$ cat src/rtl/dma_steal_pkg.sv
// Package: shared types for the cycle-stealing DMA engine.
// Assumes nothing beyond a single shared memory bus with two masters.
package dma_steal_pkg;

    // Owner of the memory bus in the current cycle
    typedef enum logic [1:0] {
        OWNER_IDLE = 2'd0,
        OWNER_CPU  = 2'd1,
        OWNER_DMA  = 2'd2
    } bus_owner_e;

endpackage

$ cat src/rtl/steal_arbiter.sv
// Module: steal_arbiter
// Fixed-priority arbiter for the shared memory bus. A DMA request always
// wins. A CPU request that meets a DMA request in the same cycle is stalled.
// Assumes: requests are single-cycle accesses, decided combinationally.
module steal_arbiter
    import dma_steal_pkg::*;
(
    input  logic       clk,
    input  logic       rst_n,
    input  logic       dma_req,
    input  logic       cpu_req,
    output logic       gnt_dma,
    output logic       gnt_cpu,
    output logic       cpu_stall,
    output bus_owner_e owner
);

    // Priority decision: DMA first, then CPU
    always_comb begin
        gnt_dma   = dma_req;
        gnt_cpu   = cpu_req & ~dma_req;
        cpu_stall = cpu_req & dma_req;
        if (dma_req)
            owner = OWNER_DMA;
        else if (cpu_req)
            owner = OWNER_CPU;
        else
            owner = OWNER_IDLE;
    end


    grant_exclusive_chk: assert property (@(posedge clk) disable iff (!rst_n)
        $onehot0({gnt_dma, gnt_cpu}));


    dma_wins_chk: assert property (@(posedge clk) disable iff (!rst_n)
        (dma_req && cpu_req) |-> (owner == OWNER_DMA && cpu_stall && !gnt_cpu));


    no_idle_stall_chk: assert property (@(posedge clk) disable iff (!rst_n)
        !dma_req |-> !cpu_stall);

endmodule

$ cat src/rtl/dma_channel.sv
// Module: dma_channel
// Holds the address and count registers for one block and the completion
// interrupt. It requests the bus whenever a transfer is in progress and the
// buffer offers a word. Each granted write steps the address up by one
// and the count down by one.
// Assumes: grant is returned in the same cycle as the request.
module dma_channel #(
    parameter int ADDR_W = 16,
    parameter int CNT_W  = 8
) (
    input  logic              clk,
    input  logic              rst_n,
    input  logic              start,
    input  logic [ADDR_W-1:0] start_addr,
    input  logic [CNT_W-1:0]  start_len,
    input  logic              irq_clr,
    input  logic              buf_valid,
    input  logic              grant,
    output logic              dma_req,
    output logic [ADDR_W-1:0] wr_addr,
    output logic              busy,
    output logic              irq
);

    localparam logic [CNT_W-1:0]  LAST_WORD = CNT_W'(1);
    localparam logic [ADDR_W-1:0] ADDR_STEP = ADDR_W'(1);

    logic [ADDR_W-1:0] addr_q;
    logic [CNT_W-1:0]  cnt_q;
    logic              busy_q;
    logic              irq_q;
    logic              start_ok;
    logic              last_beat;

    // Start acceptance and last-word detection
    always_comb begin
        start_ok  = start && !busy_q && !irq_q && (start_len != '0);
        last_beat = busy_q && grant && (cnt_q == LAST_WORD);
        dma_req   = busy_q && buf_valid;
    end

    // Address, count, busy and interrupt registers
    always_ff @(posedge clk) begin
        if (!rst_n) begin
            addr_q <= '0;
            cnt_q  <= '0;
            busy_q <= 1'b0;
            irq_q  <= 1'b0;
        end else if (busy_q) begin
            if (grant) begin
                addr_q <= addr_q + ADDR_STEP;
                cnt_q  <= cnt_q - LAST_WORD;
            end
            if (last_beat) begin
                busy_q <= 1'b0;
                irq_q  <= 1'b1;
            end
        end else begin
            if (start_ok) begin
                addr_q <= start_addr;
                cnt_q  <= start_len;
                busy_q <= 1'b1;
            end
            if (irq_clr)
                irq_q <= 1'b0;
        end
    end

    assign wr_addr = addr_q;
    assign busy    = busy_q;
    assign irq     = irq_q;


    step_on_grant_chk: assert property (@(posedge clk) disable iff (!rst_n)
        (busy_q && grant && cnt_q != LAST_WORD) |=>
            (busy_q && cnt_q == $past(cnt_q) - LAST_WORD && addr_q == $past(addr_q) + ADDR_STEP));


    hold_without_grant_chk: assert property (@(posedge clk) disable iff (!rst_n)
        (busy_q && !grant) |=> ($stable(cnt_q) && $stable(addr_q) && busy_q));


    irq_on_last_chk: assert property (@(posedge clk) disable iff (!rst_n)
        last_beat |=> (irq_q && !busy_q));


    irq_level_chk: assert property (@(posedge clk) disable iff (!rst_n)
        (irq_q && !irq_clr) |=> irq_q);


    no_start_pending_chk: assert property (@(posedge clk) disable iff (!rst_n)
        (irq_q && !busy_q) |=> !busy_q);


    irq_not_busy_chk: assert property (@(posedge clk) disable iff (!rst_n)
        !(irq_q && busy_q));

endmodule

$ cat src/rtl/bus_mux.sv
// Module: bus_mux
// Steers the shared memory bus to the owner chosen by the arbiter. DMA
// accesses are always writes. The bus is disabled when no one owns it.
// Assumes: owner is one of the three enumerated values.
module bus_mux
    import dma_steal_pkg::*;
#(
    parameter int ADDR_W = 16,
    parameter int DATA_W = 32
) (
    input  bus_owner_e        owner,
    input  logic [ADDR_W-1:0] dma_addr,
    input  logic [DATA_W-1:0] dma_data,
    input  logic              cpu_we,
    input  logic [ADDR_W-1:0] cpu_addr,
    input  logic [DATA_W-1:0] cpu_wdata,
    output logic              mem_en,
    output logic              mem_we,
    output logic [ADDR_W-1:0] mem_addr,
    output logic [DATA_W-1:0] mem_wdata
);

    // Select the bus fields of the current owner
    always_comb begin
        case (owner)
            OWNER_DMA: begin
                mem_en    = 1'b1;
                mem_we    = 1'b1;
                mem_addr  = dma_addr;
                mem_wdata = dma_data;
            end
            OWNER_CPU: begin
                mem_en    = 1'b1;
                mem_we    = cpu_we;
                mem_addr  = cpu_addr;
                mem_wdata = cpu_wdata;
            end
            default: begin
                mem_en    = 1'b0;
                mem_we    = 1'b0;
                mem_addr  = '0;
                mem_wdata = '0;
            end
        endcase
    end

endmodule

$ cat src/rtl/blk_dma_steal.sv
// Module: blk_dma_steal
// Block DMA engine that steals single memory-bus cycles from a CPU port. It
// joins the channel registers, the fixed-priority arbiter and the bus
// steering. Read data from memory goes straight back to the CPU.
// Assumes: memory accepts one access per cycle with no back-pressure.
module blk_dma_steal
    import dma_steal_pkg::*;
#(
    parameter int ADDR_W = 16,
    parameter int DATA_W = 32,
    parameter int CNT_W  = 8
) (
    input  logic              clk,
    input  logic              rst_n,
    input  logic              start,
    input  logic [ADDR_W-1:0] start_addr,
    input  logic [CNT_W-1:0]  start_len,
    input  logic              irq_clr,
    input  logic              buf_valid,
    input  logic [DATA_W-1:0] buf_data,
    output logic              buf_ready,
    input  logic              cpu_req,
    input  logic              cpu_we,
    input  logic [ADDR_W-1:0] cpu_addr,
    input  logic [DATA_W-1:0] cpu_wdata,
    output logic [DATA_W-1:0] cpu_rdata,
    output logic              cpu_stall,
    output logic              mem_en,
    output logic              mem_we,
    output logic [ADDR_W-1:0] mem_addr,
    output logic [DATA_W-1:0] mem_wdata,
    input  logic [DATA_W-1:0] mem_rdata,
    output logic              busy,
    output logic              irq
);

    logic              dma_req;
    logic              gnt_dma;
    logic              gnt_cpu;
    logic [ADDR_W-1:0] dma_addr;
    bus_owner_e        owner;

    dma_channel #(.ADDR_W(ADDR_W), .CNT_W(CNT_W)) u_channel (
        .clk        (clk),
        .rst_n      (rst_n),
        .start      (start),
        .start_addr (start_addr),
        .start_len  (start_len),
        .irq_clr    (irq_clr),
        .buf_valid  (buf_valid),
        .grant      (gnt_dma),
        .dma_req    (dma_req),
        .wr_addr    (dma_addr),
        .busy       (busy),
        .irq        (irq)
    );

    steal_arbiter u_arbiter (
        .clk       (clk),
        .rst_n     (rst_n),
        .dma_req   (dma_req),
        .cpu_req   (cpu_req),
        .gnt_dma   (gnt_dma),
        .gnt_cpu   (gnt_cpu),
        .cpu_stall (cpu_stall),
        .owner     (owner)
    );

    bus_mux #(.ADDR_W(ADDR_W), .DATA_W(DATA_W)) u_mux (
        .owner     (owner),
        .dma_addr  (dma_addr),
        .dma_data  (buf_data),
        .cpu_we    (cpu_we),
        .cpu_addr  (cpu_addr),
        .cpu_wdata (cpu_wdata),
        .mem_en    (mem_en),
        .mem_we    (mem_we),
        .mem_addr  (mem_addr),
        .mem_wdata (mem_wdata)
    );

    // Handshake back to the buffer and read data back to the CPU
    assign buf_ready = gnt_dma;
    assign cpu_rdata = mem_rdata;


    no_word_no_ready_chk: assert property (@(posedge clk) disable iff (!rst_n)
        !buf_valid |-> !buf_ready);


    stall_means_dma_write_chk: assert property (@(posedge clk) disable iff (!rst_n)
        cpu_stall |-> (mem_en && mem_we && mem_wdata == buf_data));


    cpu_pass_chk: assert property (@(posedge clk) disable iff (!rst_n)
        gnt_cpu |-> (mem_en && mem_addr == cpu_addr && mem_we == cpu_we && !cpu_stall));

endmodule

$ cat config.mk
export PLATFORM = sky130hd
export DESIGN_NAME = blk_dma_steal
export DESIGN_NICKNAME = d
export VERILOG_FILES = /design/src/rtl/dma_steal_pkg.sv /design/src/rtl/steal_arbiter.sv /design/src/rtl/dma_channel.sv /design/src/rtl/bus_mux.sv /design/src/rtl/blk_dma_steal.sv
export SDC_FILE = /design/constraint.sdc
export NUM_CORES = 1
export LEC_CHECK = 0
export ABC_AREA = 1
export ABC_CLOCK_PERIOD_IN_PS = 1400
export BUFFER_PORTS_ARGS = -buffer_cell sky130_fd_sc_hd__clkbuf_2
export CAP_MARGIN = 30
export CELL_PAD_IN_SITES_DETAIL_PLACEMENT = 0
export CELL_PAD_IN_SITES_GLOBAL_PLACEMENT = 2
export CORE_MARGIN = 2
export CORE_UTILIZATION = 15
export CTS_BUF_LIST = sky130_fd_sc_hd__clkbuf_8 sky130_fd_sc_hd__clkbuf_16
export DETAILED_ROUTE_END_ITERATION = 10
export GPL_TIMING_DRIVEN = 0
export MAX_ROUTING_LAYER = met4
export PLACE_DENSITY = 0.84
export SYNTH_ARGS = -nofsm -noshare
export SYNTH_HDL_FRONTEND = slang
export SYNTH_SLANG_ARGS = --single-unit
export TNS_END_PERCENT = 20
$ cat constraint.sdc
create_clock -name clk -period 1.4 [get_ports clk]
set_input_delay 0.07 -clock clk [delete_from_list [all_inputs] [get_ports clk]]
set_output_delay 0.07 -clock clk [all_outputs]
set_load 0.05 [all_outputs]
==> results of run 1 <==
## flip-flops by register name, indices dropped and copies added (netlist names)
name	flops
u_channel.wr_addr	16
u_channel.irq	1
u_channel.busy	1
u_channel.cnt_q	8
## metrics by stage
| step | area [um^2] | util |
|---|---|---|
| after detailed placement | 4150 | 0.2391 |
| after global routing | 5453 | 0.3142 |
| final | 5453 | 0.3142 |
| after floorplan | 2893 | - |
| after CTS | 5301 | 0.3054 |
| after global placement | 4150 | 0.2391 |
## cells in the mapped netlist (2+ instances only)
library cell  instances
or2_2                 4
and2_1                2
a21oi_2               3
buf_2                 7
buf_4                33
inv_1                26
nand3_1              72
dfxtp_1              26
o22ai_1               2
inv_2                 2
clkbuf_1             12
a21oi_1              27
nand2_2               3
nor2_2                2
o21ai_0              37
nand2_1             146
ha_1                  3
nand4_1               7
buf_1                 3
nor2_1               41
## power by group through the flow
stage               combinational (mW)  sequential [mW]  clock (mW)
finish                            2.40            0.910       0.863
detailed placement                1.88            0.913           0
floorplan                         1.34            0.901           0
global route                      2.56            0.924       0.906
global placement                  1.88            0.915           0
CTS                               2.32            0.905       0.872
## worst max path at each step
| stage | slack, ps | start | cells after the start | endpoint |
|---|---|---|---|---|
| after floorplan | -50 | u_channel.irq$_SDFFE_PN0P_ | 6 | u_channel.wr_addr[3]$_SDFFE_PN0P_ |
| after global placement | -440 | u_channel.busy$_SDFF_PN0_ | 5 | mem_addr[0] |
| after detailed placement | -440 | u_channel.busy$_SDFF_PN0_ | 6 | mem_wdata[18] |
| after CTS | -160 | u_channel.busy$_SDFF_PN0_ | 6 | mem_addr[10] |
| after global routing | -190 | u_channel.busy$_SDFF_PN0_ | 6 | mem_wdata[25] |
| final | -150 | u_channel.busy$_SDFF_PN0_ | 6 | mem_wdata[25] |
## layer usage
metal / track usage / part of all wire / up-vias
met4: 0.02405 / 0.0086 / 0
met3: 0.02097 / 0.069 / 11
met2: 0.2551 / 0.49 / 152
met5: - / 0 / -
li1: - / - / 1932
met1: 0.1837 / 0.43 / 1702
## kinds of logic after synthesis
group,Yosys count,share of synthesized area
AOI/OAI and AO/OA,74,0.1507
adders and majority gates,3,0.01409
xor gates and xnor gates,2,0.006574
buffers and inverters,86,0.1817
DFF,26,0.1953
and+or+nand+nor,279,0.4479
muxes,1,0.003756
## critical path, stage by stage, from the launching register on
cell and delay (ps):
dfxtp_4 460, nand2_8 110, buf_12 170, buf_12 140
nand3_2 60, nand2_2 80, clkbuf_16 170
## final cells by class
class                      count  area share
clock buffer                   3     0.01377
sequential                    26     0.09729
multi-input combinational    360      0.3869
tap                          225     0.05163
buffer                        57     0.09683
clock inverter                 1    0.005507
inverter                      29     0.02363
timing repair buffer         204      0.3245
## timing repair
| item | 4_1_cts | 5_1_grt |
|---|---|---|
| resized for setup | 191 | 61 |
| pin swaps | 16 | 16 |
| setup buffers | 4 | 4 |
| cloned | 2 | 0 |
| hold buffers | 0 | 0 |
| setup endpoints to repair | 76 | 77 |
==> out/qor.txt, run 1 <==
VDD IR max = 416.3 uV
Drt total wl = 14240 um
Max clock buf depth = 2
DR pass1 iterations = 4
Io pins = 229
Clk sinks = 26
Commonest non-fill, non-tap cells in the layout = clkbuf_2, nand2_1, nand3_1, buf_4, nand2_2
Worst-Margin Slew = 749.0 ps
Slew headroom = 0.5007
Failing checks = negative setup slack
P&R area growth vs syn = 104.6%
Post-synth ARST share = 0
Area contributors post-synth = nand2_1, dfxtp_1, nand3_1
Status = finished, violations left
CP startpoint kind = flip-flop
Crit path DAT = 1480 ps
DR vias = 3797
Synth Cell Area = 2665 um^2
DRT iter0 DRCs = 231
Clk network pwr share = 0.207
Reg-to-Reg Start = u_channel.busy$_SDFF_PN0_
Reg2Reg Depth = 8
TritonCTS clock tree = done
Post-placement worst setup slack = -440.6 ps
Min-delay worst type = in -> reg
Fin cells = 905
Fmax = 0.6447 GHz
Die footprint = 18850 um^2
Num CTS Buffers = 3
Vias in the first global route = 3577
Leading cell type in the layout, fill and taps excluded = clkbuf_2
Post-layout minimum cycle time = 1551 ps
CTS clock-pin slew for the worst setup and hold paths = 80 ps
Clk_lat worst skew = 270 ps
Hold depth = 4
R2r endpoint = u_channel.cnt_q[6]$_SDFFE_PN0P_
Worst endpoint required time = 1330 ps
Core box area = 17360 um^2
Crit share post-route = 1.108
Pwr dens = 765.1 nW/um^2
Max-cap violation count = 0
GP Congestion = 0.8166
Diode count = 0
P_sw = 1.805 mW
Yosys top cell area share = 0.2056
# port buffers = 195
Hold path start = irq_clr
Routed Antenna Nets = 0
Sw Share = 0.4326
Initial antenna violation count = 0
Sequential area share after synthesis = 0.1953
Syn Inst Count = 471
Dominant cell type by area after synthesis = nand2_1
Syn avg cell area = 5.658 um^2
RSZ-0062 raised after global routing = yes
EDFF count, synth = 0
# H-tree levels = 1
Hold Path End = u_channel.irq$_SDFFE_PN0P_
Drt via density = 4.196
Library cells used by synthesis = 33
Post-route setup TNS = -4365 ps
Final count of pins violating max slew = 0
Final Power = 4.172 mW
Endpoints failing setup = 63
Reg area = 530.5 um^2
Initial Util = 0.1535
Cell Int Power = 2.367 mW
Largest net degree at the start of global routing = 16
Crit Path Max Fanout = 10
Number of core rows = 48
Layout cells sized above 1 = 0.5353
Remaining DRCs = 0
Hpwl dp = 11560 um
Worst R2R Setup Slack = -60 ps
Seq pwr share = 0.218
Total gr overflow = 0
Nets = 827
Hold Worst Slack = 86.76 ps
LEAKAGE = 2.564 nW
GRT Overall Usage = 0.1469
Average wire per standard cell = 15.73 um
Inst Count DP = 891
Global-route wire length before repair = 20470 um
Root buffer cell = clkbuf_16
Synth warnings = 0
Layout fillers = 1879
Ys flop type = dfxtp_1
Setup CP Type = reg -> out
Syn Nets = 617
Multi-input gate area = 2110 um^2
Combinational share of power = 0.575
Die Span Y = 137.3 um
Setup crit end kind = output port
Hold Vio Cnt, Final = 0
Clock Skew = 9.195 ps
Final WS setup = -151.1 ps
Register bit count reported by yosys = 26
Die W = 137.3 um
No activity file was read; power rests on OpenSTA's default activity.
==> inputs of run 2 (changes only) <==
==> constraint.sdc (replaced) <==
create_clock -name clk -period 1.4 [get_ports clk]
set_input_delay 0.28 -clock clk [delete_from_list [all_inputs] [get_ports clk]]
set_output_delay 0.28 -clock clk [all_outputs]
set_load 0.05 [all_outputs]
==> run 2 against run 1 <==
  * Utilization up 1.6 points
  * Count of clock-buffer cells in the layout increased by 1
  * Die area is the same
  * Sequential power decreased by 1%
  * Critical path type unchanged
  * Total power is 0.89% higher
  * Cell count up 0.33%
  * The flow still finishes with violations (negative setup slack)
  * First-iteration DRC count down 34%
  * Global-route usage increased by 0.26 points
  * Critical path depth stayed put
==> out/qor.txt, run 2 (synthesis gave the netlist of run 1 again) <==
Status = finished, violations left (unchanged)
Combinational share of power = 0.594 (was 0.575)
Num CTS Buffers = 3 (unchanged)
Remaining DRCs = 0 (unchanged)
Initial antenna violation count = 0 (unchanged)
P_sw = 1.851 mW (was 1.805 mW)
Final count of pins violating max slew = 0 (unchanged)
CP startpoint kind = flip-flop (unchanged)
Crit path DAT = 1430 ps (was 1480 ps)
Inst Count DP = 891 (unchanged)
Hold Buf Count CTS = 0 (unchanged)
Pwr dens = 733.5 nW/um^2 (was 765.1 nW/um^2)
Post-layout minimum cycle time = 1707 ps (was 1551 ps)
Hpwl dp = 11500 um (was 11560 um)
Clock Skew = 7.901 ps (was 9.195 ps)
Sw Share = 0.4397 (was 0.4326)
RSZ-0062 raised after global routing = yes (unchanged)
Max clock buf depth = 2 (unchanged)
Die Span Y = 137.3 um (unchanged)
Clk sinks = 26 (unchanged)
Drt total wl = 14490 um (was 14240 um)
Number of core rows = 48 (unchanged)
LEAKAGE = 2.681 nW (was 2.564 nW)
Drt via density = 4.202 (was 4.196)
Clk_lat worst skew = 270 ps (about the same)
CTS clock-pin slew for the worst setup and hold paths = 80 ps (about the same)
VDD IR max = 489.7 uV (was 416.3 uV)
Crit share post-route = 1.219 (was 1.108)
Failing checks = negative setup slack (unchanged)
Hold Worst Slack = 285.5 ps (was 86.76 ps)
Die W = 137.3 um (unchanged)
Initial Util = 0.1535 (unchanged)
P&R area growth vs syn = 115.3% (was 104.6%)
Total gr overflow = 0 (unchanged)
Io pins = 229 (unchanged)
Fin cells = 908 (was 905)
Leading cell type in the layout, fill and taps excluded = clkbuf_2 (unchanged)
Seq pwr share = 0.214 (was 0.218)
Core box area = 17360 um^2 (unchanged)
TritonCTS clock tree = done (unchanged)
Multi-input gate area = 2218 um^2 (was 2110 um^2)
Die footprint = 18850 um^2 (unchanged)
Fmax = 0.5859 GHz (was 0.6447 GHz)
Largest register FFs = 16 (unchanged)
Endpoints failing setup = 76 (was 63)
Largest net degree at the start of global routing = 16 (unchanged)
Layout fillers = 1894 (was 1879)
Max-cap violation count = 0 (unchanged)
GRT Overall Usage = 0.1495 (was 0.1469)
Final WS setup = -306.6 ps (was -151.1 ps)
# port buffers = 195 (unchanged)
Crit Path Max Fanout = 8 (was 10)
DRT iter0 DRCs = 152 (was 231)
Post-route setup TNS = -15720 ps (was -4365 ps)
Hold Vio Cnt, Final = 0 (unchanged)
DR vias = 3815 (was 3797)
Worst-Margin Slew = 692.9 ps (was 749.0 ps)
Worst endpoint required time = 1120 ps (was 1330 ps)
Post-placement worst setup slack = -519.2 ps (was -440.6 ps)
GP Congestion = 0.8436 (was 0.8166)
Slew headroom = 0.5381 (was 0.5007)
Average wire per standard cell = 15.96 um (was 15.73 um)
Clk network pwr share = 0.192 (was 0.207)
Reg area = 525.5 um^2 (was 530.5 um^2)
Nets = 830 (was 827)
Global-route wire length before repair = 20940 um (was 20470 um)
DR pass1 iterations = 4 (unchanged)
Cell Int Power = 2.358 mW (was 2.367 mW)
Vias in the first global route = 3791 (was 3577)
Setup CP Type = reg -> out (unchanged)
Commonest non-fill, non-tap cells in the layout = clkbuf_2, nand2_1, nand3_1, buf_4, clkbuf_16 (was clkbuf_2, nand2_1, nand3_1, buf_4, nand2_2)
Min-delay worst type = in -> reg (unchanged)
Routed Antenna Nets = 0 (unchanged)
Diode count = 0 (unchanged)
Final Power = 4.209 mW (was 4.172 mW)
Setup crit end kind = output port (unchanged)
# H-tree levels = 1 (unchanged)
Root buffer cell = clkbuf_16 (unchanged)
Layout cells sized above 1 = 0.5388 (was 0.5353)
[run 2: cell types whose count changed in the layout (fill, tap and decap cells not counted), sizes merged]
| cell | delta |
|---|---|
| nand2 | -1 |
| buf | -12 |
| bufinv | -1 |
| clkbuf | +17 |
[run 2: area by class of cell]
class                   count  area share
multi-input cells         359      0.3866
repair buffers            209      0.3439
flip-flops and latches     26     0.09158
plain buffers              56     0.08853
well taps                 225     0.04906
inverters                  29     0.02290
clock buffers               4     0.01744
[run 2: critical path, cell delays in order (launching register included)]
cell and delay (ps):
dfxtp_4 370, nand2_8 150, buf_12 160, buf_12 110
nand3_2 100, nand2_4 100, clkbuf_16 160
[run 2: what timing repair did]
action / in CTS / in global routing
setup endpoints to repair: 76 / 76
cloned: 3 / 1
pin swaps: 6 / 9
gates resized for setup: 201 / 31
setup buffers: 9 / 1
[run 2: worst paths after layout]
| kind | start | end | slack [ps] | depth (start not counted) |
|---|---|---|---|---|
| setup reg to reg | u_channel.busy$_SDFF_PN0_ | u_channel.wr_addr[13]$_SDFFE_PN0P_ | -150 | 10 |
| hold / removal | irq_clr | u_channel.irq$_SDFFE_PN0P_ | 290 | 4 |
| hold reg to reg | u_channel.wr_addr[15]$_SDFFE_PN0P_ | u_channel.wr_addr[15]$_SDFFE_PN0P_ | 480 | 2 |
| setup / recovery | u_channel.busy$_SDFF_PN0_ | mem_wdata[25] | -310 | 6 |
[run 2: power groups by stage]
stage          Sequential (mW)  Combinational, mW  Clock, mW
6_report                 0.901               2.50      0.808
5_1_grt                  0.917               2.65      0.861
4_1_cts                  0.900               2.47      0.820
3_5_place_dp             0.916               1.94          0
3_3_place_gp             0.916               1.94          0
2_1_floorplan            0.902               1.40          0
[run 2: metal layers]
metal,vias up,routed length (um),track usage
met3,13,962,0.01692
met2,158,7121,0.2640
met5,-,0,-
met1,1709,6213,0.1862
met4,0,191,0.02405
li1,1935,-,-
[run 2: per-stage QoR]
stage               cell area (um^2)    util
detailed placement              4328  0.2494
finish                          5738  0.3306
global route                    5738  0.3306
global placement                4328  0.2494
CTS                             5668  0.3266
floorplan                       3070       -
==> inputs of run 3 (changes only) <==
--- a/config.mk
+++ b/config.mk
@@ -6,18 +6,18 @@
 export NUM_CORES = 1
 export LEC_CHECK = 0
 export ABC_AREA = 1
-export ABC_CLOCK_PERIOD_IN_PS = 1400
+export ABC_CLOCK_PERIOD_IN_PS = 2009
 export BUFFER_PORTS_ARGS = -buffer_cell sky130_fd_sc_hd__clkbuf_2
 export CAP_MARGIN = 30
 export CELL_PAD_IN_SITES_DETAIL_PLACEMENT = 0
 export CELL_PAD_IN_SITES_GLOBAL_PLACEMENT = 2
 export CORE_MARGIN = 2
-export CORE_UTILIZATION = 15
+export CORE_UTILIZATION = 18
 export CTS_BUF_LIST = sky130_fd_sc_hd__clkbuf_8 sky130_fd_sc_hd__clkbuf_16
 export DETAILED_ROUTE_END_ITERATION = 10
 export GPL_TIMING_DRIVEN = 0
 export MAX_ROUTING_LAYER = met4
-export PLACE_DENSITY = 0.84
+export PLACE_DENSITY = 0.94
 export SYNTH_ARGS = -nofsm -noshare
 export SYNTH_HDL_FRONTEND = slang
 export SYNTH_SLANG_ARGS = --single-unit
==> constraint.sdc (replaced) <==
create_clock -name clk -period 2.01 [get_ports clk]
set_input_delay 0.402 -clock clk [delete_from_list [all_inputs] [get_ports clk]]
set_output_delay 0.402 -clock clk [all_outputs]
set_load 0.05 [all_outputs]
==> run 3 against run 2 <==
  * The flow now finishes without violations
  * Clock power is 44% lower
  * Utilization shrank 4.3 points
  * Routed wire length fell by 11%
  * Die area down 16%
  * Register-to-register slack improved by 580 ps
==> out/qor.txt, run 3 (synthesis gave the netlist of run 1 again) <==
Setup CP Type = reg -> out (unchanged)
Clk_lat worst skew = 260 ps (was 270 ps)
Remaining DRCs = 0 (unchanged)
Largest net degree at the start of global routing = 14 (was 16)
P&R area growth vs syn = 56.15% (was 115.3%)
Io pins = 229 (unchanged)
Worst endpoint required time = 1610 ps (was 1120 ps)
Fmax = 0.5199 GHz
Reg2Reg Depth = 5 (was 10)
Setup crit end kind = output port (unchanged)
Clock Skew = 4.811 ps (was 7.901 ps)
Clk sinks = 26 (unchanged)
Crit-path slowest cell = dfxtp_4 (unchanged)
Leading cell type in the layout, fill and taps excluded = clkbuf_2 (unchanged)
Final count of pins violating max slew = 0 (unchanged)
Diode count = 0 (unchanged)
Hold Vio Cnt, Final = 0 (unchanged)
Crit share post-route = 0.9570
Largest register FFs = 16 (unchanged)
Post-placement worst setup slack = -500.1 ps (was -519.2 ps)
Pwr dens = 570.0 nW/um^2 (was 733.5 nW/um^2)
Post-Place Cell Area = 3929 um^2 (was 4328 um^2)
Worst R2R Setup Slack = 430 ps (was -150 ps)
Final Power = 2.372 mW (was 4.209 mW)
Die Span Y = 125.7 um (was 137.3 um)
GRT Overall Usage = 0.1599 (was 0.1495)
Drt via density = 4.379 (was 4.202)
Max clock buf depth = 2 (unchanged)
RSZ-0062 raised after global routing = no (was yes)
Crit Path Max Fanout = 10 (was 8)
Reg-to-Reg Start = u_channel.busy$_SDFF_PN0_ (unchanged)
Post-route setup TNS = 0 ps (was -15720 ps)
Global-route wire length before repair = 19490 um (was 20940 um)
Max-cap violation count = 0 (unchanged)
Layout fillers = 1700 (was 1894)
Worst-Margin Slew = 613.5 ps (was 692.9 ps)
Hpwl dp = 10980 um (was 11500 um)
Reg area = 524.3 um^2 (was 525.5 um^2)
Num CTS Buffers = 3 (unchanged)
Levels on crit path = 6 (unchanged)
Total gr overflow = 0 (unchanged)
Post-layout minimum cycle time = 1924 ps
DR pass1 iterations = 6 (was 4)
Initial Util = 0.1841 (was 0.1535)
Worst Setup EP = mem_wdata[17] (was mem_wdata[25])
Largest delay contributor family on the critical path = buffers and inverters (unchanged)
GP Congestion = 0.8512 (was 0.8436)
TritonCTS clock tree = done (unchanged)
CTS clock-pin slew for the worst setup and hold paths = 70 ps (was 80 ps)
Root buffer cell = clkbuf_16 (unchanged)
Multi-input gate area = 1735 um^2 (was 2218 um^2)
Post-CTS Setup Inserts = 0 (was 9)
CP bufs+invs = 3 (unchanged)
R2r endpoint = u_channel.wr_addr[6]$_SDFFE_PN0P_ (was u_channel.wr_addr[13]$_SDFFE_PN0P_)
Endpoints failing setup = 0 (was 76)
Slew headroom = 0.5910 (was 0.5381)
Crit path DAT = 1520 ps (was 1430 ps)
Status = finished, final reports clean (was finished, violations left)
Hold Buf Count CTS = 0 (unchanged)
Crit path launch = u_channel.busy$_SDFF_PN0_ (unchanged)
VDD IR max = 295.0 uV (was 489.7 uV)
Min-delay worst type = in -> reg (unchanged)
CP Cell Sequence = nand2_8, buf_6, buf_4, nand3_1, nand2_1, clkbuf_8 (was nand2_8, buf_12, buf_12, nand3_2, nand2_4, clkbuf_16)
Final WS setup = 86.41 ps (was -306.6 ps)
Vias in the first global route = 3537 (was 3791)
DRT iter0 DRCs = 159 (was 152)
Core box area = 14480 um^2 (was 17360 um^2)
Routed Antenna Nets = 0 (unchanged)
Die W = 125.7 um (was 137.3 um)
LEAKAGE = 2.180 nW (was 2.681 nW)
Slowest cell delay on critical path = 370 ps (about the same)
CP startpoint kind = flip-flop (unchanged)
Average wire per standard cell = 15.17 um (was 15.96 um)
Drt total wl = 12940 um (was 14490 um)
Layout cells sized above 1 = 0.4215 (was 0.5388)
DR vias = 3735 (was 3815)
Design Area, Final = 4161 um^2 (was 5738 um^2)
# H-tree levels = 1 (unchanged)
Commonest non-fill, non-tap cells in the layout = clkbuf_2, nand2_1, nand3_1, nor2_1, buf_4 (was clkbuf_2, nand2_1, nand3_1, buf_4, clkbuf_16)
Number of core rows = 44 (was 48)
# port buffers = 195 (unchanged)
Die footprint = 15800 um^2 (was 18850 um^2)
Nets = 817 (was 830)
Initial antenna violation count = 0 (unchanged)
run 3: worst min path at each step:
stage | from | to | slack [ps] | cells after the start
floorplan | u_channel.wr_addr[15]$_SDFFE_PN0P_ | u_channel.wr_addr[15]$_SDFFE_PN0P_ | 450 | 2
global placement | u_channel.wr_addr[15]$_SDFFE_PN0P_ | u_channel.wr_addr[15]$_SDFFE_PN0P_ | 470 | 2
detailed placement | u_channel.wr_addr[15]$_SDFFE_PN0P_ | u_channel.wr_addr[15]$_SDFFE_PN0P_ | 470 | 2
CTS | irq_clr | u_channel.irq$_SDFFE_PN0P_ | 410 | 4
global route | irq_clr | u_channel.irq$_SDFFE_PN0P_ | 420 | 4
finish | irq_clr | u_channel.irq$_SDFFE_PN0P_ | 400 | 4
run 3: layout make-up:
class                      count  area share
inverter                      29     0.02856
buffer                        57     0.09591
clock buffer                   3     0.01804
multi-input combinational    359      0.4170
sequential                    26      0.1260
timing repair buffer         195      0.2592
tap                          184     0.05532
run 3: layer usage:
layer	routed length (um)	GRT usage	vias up
met2	6418	0.2817	161
met4	105	0.02418	0
met3	1044	0.02549	9
met5	0	-	-
li1	-	-	1905
met1	5375	0.1966	1660
run 3: tightest hold or removal path, delay by kind of cell:
kind                   cells  cell delay [ps]
AO/OA/AOI/OAI              1               50
buffers and inverters      1               70
AND/OR/NAND/NOR            2               90
run 3: through the flow:
stage	utilization	cells	hold slack (ps)
global placement	0.2713	850	468.8
detailed placement	0.2713	850	472.8
global route	0.2874	853	421.9
floorplan	-	471	453.0
finish	0.2874	853	402.3
CTS	0.2859	853	409.5
run 3: where the power goes:
group	switching (mW)	internal, mW	leakage [nW]
Combinational	0.876	0.416	1.93
Sequential	0.0583	0.568	0.215
Clock	0.189	0.264	0.0370
Total	1.12	1.25	2.18
run 3: repair_timing:
action | CTS | global route
resized for setup | 50 | 12
hold endpoints to repair | 0 | 0
endpoints found under the setup margin | 52 | 42
